`src/rtl/sdram_cmd_ctrl.sv`:
```
module sdram_cmd_ctrl #(
  parameter int REF_PERIOD = 512,
  parameter int WAIT_W = 4
) (
  input  logic              clk,
  input  logic              rst_n,
  input  logic [1:0]        cfg_row_code,
  input  logic [1:0]        cfg_col_code,
  input  logic              cfg_four_banks,
  input  logic              cfg_wide,
  input  logic              cfg_two_spaces,
  input  logic              cfg_burst_write,
  input  logic [WAIT_W-1:0] cfg_trcd,
  input  logic [WAIT_W-1:0] cfg_trp,
  input  logic [WAIT_W-1:0] cfg_trfc,
  input  logic [2:0]        cfg_cl,
  input  logic              req_valid,
  input  logic              req_write,
  input  logic              req_autopre,
  input  logic [1:0]        req_size,
  input  logic [31:0]       req_addr,
  input  logic              sleep_req,
  output logic              req_ready,
  output logic              rd_valid,
  output logic              sd_cke,
  output logic              sd_cs2_n,
  output logic              sd_cs3_n,
  output logic              sd_ras_n,
  output logic              sd_cas_n,
  output logic              sd_we_n,
  output logic [12:0]       sd_addr,
  output logic [1:0]        sd_ba,
  output logic [3:0]        sd_dqm_n
);
  localparam int WW  = WAIT_W + 1;
  localparam int RCW = $clog2(REF_PERIOD + 1);
  localparam logic [2:0] C_NOP = 3'b111, C_ACT = 3'b011, C_RD = 3'b101, C_WR = 3'b100;
  localparam logic [2:0] C_PRE = 3'b010, C_REF = 3'b001, C_MRS = 3'b000;

  typedef enum logic [3:0] {
    S_IPALL, S_IREF1, S_IREF2, S_IMRS, S_IDLE, S_RW, S_PRE, S_RREF, S_SENTER, S_SHOLD
  } st_t;

  st_t            state;
  logic [WW-1:0]  wcnt;
  logic [RCW-1:0] ref_cnt;
  logic           ref_pend;
  logic [7:0]     rd_sr;
  logic [12:0]    r_row;
  logic [9:0]     r_col;
  logic [1:0]     r_bank;
  logic [3:0]     r_en, a_en;
  logic           r_space, r_write, r_auto;

  function automatic logic [WW-1:0] ld(input logic [WW-1:0] n);
    return (n == '0) ? '0 : n - 1'b1;
  endfunction

  wire [5:0]  off   = cfg_wide ? 6'd2 : 6'd1;
  wire [5:0]  colw  = 6'd8 + ((cfg_col_code == 2'd3) ? 6'd2 : {4'd0, cfg_col_code});
  wire [5:0]  roww  = 6'd11 + ((cfg_row_code == 2'd3) ? 6'd2 : {4'd0, cfg_row_code});
  wire [5:0]  bankw = cfg_four_banks ? 6'd2 : 6'd1;
  wire [9:0]  a_col  = 10'((req_addr >> off) & ((32'd1 << colw) - 32'd1));
  wire [1:0]  a_bank = 2'((req_addr >> (off + colw)) & ((32'd1 << bankw) - 32'd1));
  wire [12:0] a_row  = 13'((req_addr >> (off + colw + bankw)) & ((32'd1 << roww) - 32'd1));
  wire        a_space = cfg_two_spaces ? req_addr[31] : 1'b1;

  always_comb begin
    if (cfg_wide)
      case (req_size)
        2'd0:    a_en = 4'b0001 << req_addr[1:0];
        2'd1:    a_en = req_addr[1] ? 4'b1100 : 4'b0011;
        default: a_en = 4'b1111;
      endcase
    else
      a_en = (req_size == 2'd0) ? (req_addr[0] ? 4'b0010 : 4'b0001) : 4'b0011;
  end

  wire idle_free = (state == S_IDLE) && (wcnt == '0);
  wire rd_issue  = (state == S_RW) && (wcnt == '0) && !r_write;
  assign req_ready = idle_free && !ref_pend && !sleep_req;
  assign rd_valid  = rd_sr[cfg_cl];

  wire [WW-1:0] rw_gap = r_write ? WW'(1) : WW'(cfg_cl);

  always_ff @(posedge clk or negedge rst_n) begin
    if (!rst_n) begin
      state <= S_IPALL;
      wcnt <= '0;
      ref_cnt <= '0;
      ref_pend <= 1'b0;
      rd_sr <= '0;
      {r_row, r_col, r_bank, r_en, r_space, r_write, r_auto} <= '0;
      {sd_ras_n, sd_cas_n, sd_we_n} <= C_NOP;
      {sd_cs2_n, sd_cs3_n, sd_cke} <= 3'b111;
      sd_addr <= '0;
      sd_ba <= '0;
      sd_dqm_n <= 4'hF;
    end else begin
      {sd_ras_n, sd_cas_n, sd_we_n} <= C_NOP;
      {sd_cs2_n, sd_cs3_n} <= 2'b11;
      sd_addr <= '0;
      sd_ba <= '0;
      sd_dqm_n <= 4'hF;
      rd_sr <= {rd_sr[6:0], rd_issue};
      if (wcnt != '0) wcnt <= wcnt - 1'b1;
      else case (state)
        S_IPALL, S_IDLE: begin
          if (state == S_IPALL || ref_pend || sleep_req) begin
            {sd_ras_n, sd_cas_n, sd_we_n} <= C_PRE;
            sd_addr[10] <= 1'b1;
            {sd_cs2_n, sd_cs3_n} <= {!cfg_two_spaces, 1'b0};
            wcnt <= ld(WW'(cfg_trp));
            state <= (state == S_IPALL) ? S_IREF1 : (ref_pend ? S_RREF : S_SENTER);
          end else if (req_valid) begin
            {sd_ras_n, sd_cas_n, sd_we_n} <= C_ACT;
            sd_addr <= a_row;
            sd_ba <= a_bank;
            {sd_cs2_n, sd_cs3_n} <= {a_space, !a_space};
            {r_row, r_col, r_bank, r_en} <= {a_row, a_col, a_bank, a_en};
            {r_space, r_write, r_auto} <= {a_space, req_write, req_autopre};
            wcnt <= ld(WW'(cfg_trcd));
            state <= S_RW;
          end
        end
        S_IREF1, S_IREF2, S_RREF: begin
          {sd_ras_n, sd_cas_n, sd_we_n} <= C_REF;
          {sd_cs2_n, sd_cs3_n} <= {!cfg_two_spaces, 1'b0};
          wcnt <= ld(WW'(cfg_trfc));
          if (state == S_RREF) ref_pend <= 1'b0;
          state <= (state == S_IREF1) ? S_IREF2 : (state == S_IREF2) ? S_IMRS : S_IDLE;
        end
        S_IMRS: begin
          {sd_ras_n, sd_cas_n, sd_we_n} <= C_MRS;
          sd_addr <= {3'b000, !cfg_burst_write, 2'b00, cfg_cl, 4'b0000};
          {sd_cs2_n, sd_cs3_n} <= {!cfg_two_spaces, 1'b0};
          wcnt <= WW'(1);
          state <= S_IDLE;
        end
        S_RW: begin
          {sd_ras_n, sd_cas_n, sd_we_n} <= r_write ? C_WR : C_RD;
          sd_addr <= {2'b00, r_auto, r_col};
          sd_ba <= r_bank;
          sd_dqm_n <= ~r_en;
          {sd_cs2_n, sd_cs3_n} <= {r_space, !r_space};
          wcnt <= r_auto ? ld(rw_gap + WW'(cfg_trp)) : ld(rw_gap);
          state <= r_auto ? S_IDLE : S_PRE;
        end
        S_PRE: begin
          {sd_ras_n, sd_cas_n, sd_we_n} <= C_PRE;
          sd_ba <= r_bank;
          {sd_cs2_n, sd_cs3_n} <= {r_space, !r_space};
          wcnt <= ld(WW'(cfg_trp));
          state <= S_IDLE;
        end
        S_SENTER: begin
          {sd_ras_n, sd_cas_n, sd_we_n} <= C_REF;
          {sd_cs2_n, sd_cs3_n} <= {!cfg_two_spaces, 1'b0};
          sd_cke <= 1'b0;
          state <= S_SHOLD;
        end
        S_SHOLD: begin
          if (!sleep_req) begin
            sd_cke <= 1'b1;
            wcnt <= ld(WW'(cfg_trfc));
            state <= S_IDLE;
          end
        end
        default: state <= S_IDLE;
      endcase
      if (ref_cnt == RCW'(REF_PERIOD - 1)) begin
        ref_cnt <= '0;
        ref_pend <= 1'b1;
      end else begin
        ref_cnt <= ref_cnt + 1'b1;
      end
    end
  end
endmodule

```
`config.mk`:
```
export PLATFORM = sky130hd
export DESIGN_NAME = sdram_cmd_ctrl
export DESIGN_NICKNAME = d
export VERILOG_FILES = /design/src/rtl/sdram_cmd_ctrl.sv
export SDC_FILE = /design/constraint.sdc
export NUM_CORES = 1
export LEC_CHECK = 0
export BUFFER_PORTS_ARGS = -buffer_cell sky130_fd_sc_hd__buf_2
export CORE_ASPECT_RATIO = 1.2
export CORE_UTILIZATION = 53
export DETAILED_ROUTE_END_ITERATION = 10
export HOLD_SLACK_MARGIN = 0.12
export PLACE_DENSITY_LB_ADDON = 0.3
export SYNTH_ARGS = -nofsm -noshare
export SYNTH_HDL_FRONTEND = slang
export SYNTH_SLANG_ARGS = --single-unit
```
`constraint.sdc`:
```
create_clock -name clk -period 2.8 [get_ports clk]
set_clock_uncertainty 0.15 [all_clocks]
set_input_delay 0.42 -clock clk [delete_from_list [all_inputs] [get_ports clk]]
set_output_delay 0.42 -clock clk [all_outputs]
set_load 0.02 [all_outputs]
```
== Word-level counts from Yosys, hierarchy flattened ==
Index checks and enable logic that the tools add are counted.
Storage, ports and cells
  word-level logic and storage cells: 175
  input port bits: 63
  output and inout bits: 27
  register bits after elaboration: 72
Operators by class
  reductions and logical operators: 38
  mux-type cells: 70
  bitwise logic cells: 6
  order comparisons: 1
  $add $sub $neg: 15
  shifts and indexed selects: 7
  equal/unequal tests: 18
Operator list (number)
  $mux W5: 10
  $pmux W13 S3: 1
  $mux W4: 9
  $shr A32 B2 Y10: 1
  $shr A32 B6 Y13: 1
  $shr A32 B6 Y2: 1
  $pmux W5 S6: 1
  $mux W13: 2
  $mux W2: 11
  $mux W1: 21
  $mux W10: 2
  $pmux W4 S5: 1
  $eq A4 B3 Y1 const B: 4
  $logic_not A4 Y1: 4
  $logic_not A5 Y1: 3
  $sub A4 B1 Y5 const B: 3
  $and A13 B13 Y13: 1
  $shl A1 B5 Y13 const A: 1
  $sub A13 B1 Y13 const B: 1
  $pmux W1 S3: 4
  $reduce_and A3 Y1: 4
  $add A10 B1 Y10 const B: 1
  $add A4 B2 Y5 const A: 2
  $and A10 B10 Y10: 1
  other kinds (41): 65

== Logic depth before layout (Yosys ltp) ==
  depth after elaboration: 11
  depth in mapped cells: 16
  mapped depth without buffers: 13

== Least setup slack after synthesis ==
OpenSTA, ideal clock, no wires.
  path kind: input-to-reg
  start: input cfg_col_code[0]
  end: register sd_addr[1]
  stages on the path: 14
  data required time: 2.524 ns
  setup slack: -1.212 ns
  buffers on the path: 2
  library setup time: 0.126 ns
  arrival: 3.737 ns
  cells stage by stage: nor2b_1 ha_1 fa_1 clkbuf_1 inv_1 fa_1 inv_1 ha_1 buf_4 mux2_1 a22o_1 mux4_2 a221oi_1 o21ai_1
Between the ends
  word-level cells in the longest chain between the ends: 11
Ends and longest elaborated chain
  from (decl): RTL line 8  | input logic [1:0] cfg_col_code,
  $eq A2 B2 Y1: RTL line 60  | wire [5:0] colw = 6'd8 + ((cfg_col_code == 2'd3) ? 6'd2 : {4'd0, cfg_col_code});
  $mux W2 *: RTL line 60
  $add A4 B2 Y5 *: RTL line 60
  $add A2 B5 Y6 *: RTL line 65  | wire [12:0] a_row = 13'((req_addr >> (off + colw + bankw)) & ((32'd1 << roww) - 32'd1));
  $add A6 B2 Y6 *: RTL line 65
  $shr A32 B6 Y13 *: RTL line 65
  $and A13 B13 Y13 *: RTL line 65
  $mux W13 *: RTL line 115  | end else if (req_valid) begin
  $mux W10 *: RTL line 109  | if (state == S_IPALL || ref_pend || sleep_req) begin
  $pmux W13 S3 *: RTL line 107  | else case (state)
  $mux W13 *: RTL line 106  | if (wcnt != '0) wcnt <= wcnt - 1'b1;
  to (signal assigned): RTL line 117  | sd_addr <= a_row;
  to (signal assigned): RTL line 135  | sd_addr <= {3'b000, !cfg_burst_write, 2'b00, cfg_cl, 4'b0000};
  to (signal assigned): RTL line 142  | sd_addr <= {2'b00, r_auto, r_col};
  to (decl): RTL line 31  | output logic [12:0] sd_addr,
Mark *: on every way between the ends. The rest lies on a longest branch, timed or not.
A chain may end at the register's enable or synchronous reset.

== Worst setup path in the final report ==
Ends and elaborated chain as after synthesis.

==> results.cfg <==
[synthesis]
synth_top_cell_by_area = dfrtp_1
synth_top_cell_area_share = 0.265
synthMuxAreaShare = 0.225
ys_seq_area_frac = 0.310
async_flop_share = 1.00
yosysWarnings = 0
synth_edf_count = 0
avgSynthCellArea_um2 = 9.11
synth_compound_area_frac = 0.184
synth-xor-area-share = 0.0164
netlist_top_cells_area = dfrtp_1 26%, mux4_2 11%, mux2i_1 7.9%
synth_cell_types = 72
synth_top_family_by_area = multiplexers
synth-simple-area-share = 0.182
synth-adder-area-share = 0.0402
yosys_register_bits = 72
syn_inst = 643
synth_ff_type = dfrtp_1
syn_area_um2 = 5860

[layout]
num_antenna_cells = 0
final_nets = 874
utilization = 0.730
layout_commonest_cell = buf_2
mostFrequentLayoutCells = 88 x buf_2, 72 x buf_4, 70 x nand2_1
area_growth_pct = 32.3
drive_above_1_share = 0.384

[setup_path]
startpoint_type = input port
crit_path_start = cfg_col_code[0]
cp.buffers_inverters = 4
arrival_ns = 3.39
critPathRequiredTime_ns = 2.86
r2r-start = r_write$_DFFE_PN0P_
rr_worst_depth = 10
crit_family = adder cells
critical_path.cell_chain = buf_6 > nor2b_4 > ha_2 > fa_1 > inv_2 > fa_2 > inv_2 > ha_4 > buf_6 > mux2_4 > a22o_1 > mux4_2 > a221oi_2 > o21ai_1
cpMaxStageDelayCell = fa_1
r2r_slack_ns = -0.12
crit_type = in -> reg
endpoint_kind = flip-flop
timing.rr.end = wcnt[2]$_DFFE_PN0P_
crit_fanout = 6
critPathMaxStageDelay_ns = 0.52

[route]
routed_wl_um = 17900
drt-pass1-iter-count = 8
drc = 9
viasPerCell = 6.35
drt_iter0_drc = 424
vias = 5892
wl_per_cell_um = 19.3
ant_nets = 0

[timing]
tns_ns = -5.65
rsz0062_at_grt = true
post-route-min-period_ns = 3.33
fmaxAchievable_mhz = 301
setup_violations = 15
setup_ws_ns = -0.527
relSlewSlack = 0.555
hold_violations = 0
worstMarginPinSlew_ns = 0.666
slew_viol_final = 0
finalCritPeriodShare = 1.19

[run]
max_cap_viol_count = 0

[hold_path]
min_path_cells = 3
hp-start = req_write
hold_end = r_write$_DFFE_PN0P_
hold_path.class = in -> reg

[clock_network]
cts_tree = built
clkTransAtPathRegs_ns = 0.06
clk_latency_ns = 0.34
cts_buffer_depth = 2
cts.sink_count = 72
cts_max_level = 3
cts_buffers = 9
ctsRootBufferMaster = clkbuf_16

[global_routing]
gr-total-overflow = 0
grt_antenna_before_repair = 0
grt_pass1_wl_um = 28600
groute.usage.overall = 0.321
grt_max_degree = 45
grt_pass1_vias = 5765

[floorplanning]
row_count = 41
die_w_um = 98.0
fp.dieArea_um2 = 11500
io_pins = 90
initial_core_util = 0.552
die_h_um = 117
coreArea_um2 = 10600

[placement]
place_hpwl_um = 13300
port_buffers = 89
gp_congestion = 0.944
pre_cts_slack_ns = -0.904

[outcome]
status = complete, but fails checks
violations = design-rule violations, negative setup slack

[power_and_ir_drop]
power_mw = 5.45
power.density_nw_per_um2 = 703
leakagePower_nw = 3.50
vdd_ir_drop_max_mv = 0.353
[what timing repair did]
action,in CTS,in global routing
gates resized for setup,42,29
setup buffers,7,4
pin swaps,22,5
hold buffers,1,0
setup endpoints to repair,16,18
hold endpoints to repair,24,0
cloned,2,1
[worst reg2reg max path, delay by kind of cell, from the launching register on]
family	cells	cell delay (ns)
compound gates	4	0.64
fa+ha+maj	2	0.75
buf+inv	1	0.12
flops	1	0.40
mux	1	0.16
simple gates	2	0.56
[how the worst max path moves through the flow]
| stage | cells after the start | end | slack [ns] |
|---|---|---|---|
| 2_1_floorplan | 14 | sd_addr[1]$_DFF_PN0_ | -0.94 |
| 5_1_grt | 14 | sd_addr[1]$_DFF_PN0_ | -0.68 |
| 3_3_place_gp | 12 | sd_addr[1]$_DFF_PN0_ | -0.89 |
| 4_1_cts | 14 | sd_addr[1]$_DFF_PN0_ | -0.51 |
| 3_5_place_dp | 15 | sd_addr[10]$_DFF_PN0_ | -0.90 |
| 6_report | 14 | sd_addr[1]$_DFF_PN0_ | -0.53 |
[metrics by stage]
stage	hold WS [ns]	instance area, µm²	cells
after global routing	0.155	7750	928
final	0.135	7750	928
after detailed placement	0.208	6970	897
after global placement	0.207	6970	897
after floorplan	-0.0256	5940	644
after CTS	0.133	7570	923
[sequential cells by signal, indices dropped and copies added (netlist names), 2 cells and up]
name / count
r_bank: 2
r_col: 10
r_en: 4
rd_sr: 8
ref_cnt: 10
sd_addr: 13
sd_ba: 2
sd_dqm_n: 4
state: 4
wcnt: 5
[logic make-up after synthesis]
kind of cell	Yosys count
AOI/OAI and AO/OA	166
xor gates and xnor gates	11
adders and majority gates	17
buffers and inverters	62
DFF	72
muxes	93
other	1
and+or+nand+nor	221
[cell usage after synthesis, types with 4 or more instances]
master	n
a22oi_1	4
nor2b_1	14
a31oi_1	10
mux2_2	17
nand2b_1	11
or3_1	5
xnor2_1	6
a21oi_1	34
a21o_1	4
dfrtp_1	62
mux4_2	29
xor2_1	5
o31ai_1	10
and3_1	7
o21a_1	5
clkbuf_1	22
nor3_1	16
o21ai_0	43
o211ai_1	9
dfstp_2	10
a211oi_1	5
ha_1	14
or2_2	5
inv_1	20
nand3_1	22
buf_1	5
mux2i_1	46
buf_2	12
o22ai_1	9
nand2_1	72
nor2_1	50
[layout make-up]
| type | count | area [µm²] |
|---|---|---|
| timing repair buffer | 179 | 1300 |
| inverter | 22 | 86.3 |
| tap | 129 | 161 |
| sequential | 72 | 1810 |
| clock inverter | 3 | 47.5 |
| fill | 802 | 2870 |
| multi-input combinational | 510 | 4070 |
| clock buffer | 13 | 270 |
[layer usage]
layer / vias up / global-route usage / share of wire
met5: - / 0 / 0
li1: 2701 / - / -
met4: 0 / 0.215 / 0.051
met1: 2855 / 0.374 / 0.38
met3: 66 / 0.0362 / 0.056
met2: 270 / 0.564 / 0.52
[where the power goes]
group / total, mW / switching, mW / leakage (nW) / internal (mW)
Combinational: 2.87 / 1.51 / 2.40 / 1.37
Sequential: 1.37 / 0.149 / 0.939 / 1.22
Clock: 1.20 / 0.435 / 0.156 / 0.767
Note: power is estimated with default switching activity, not from simulation.
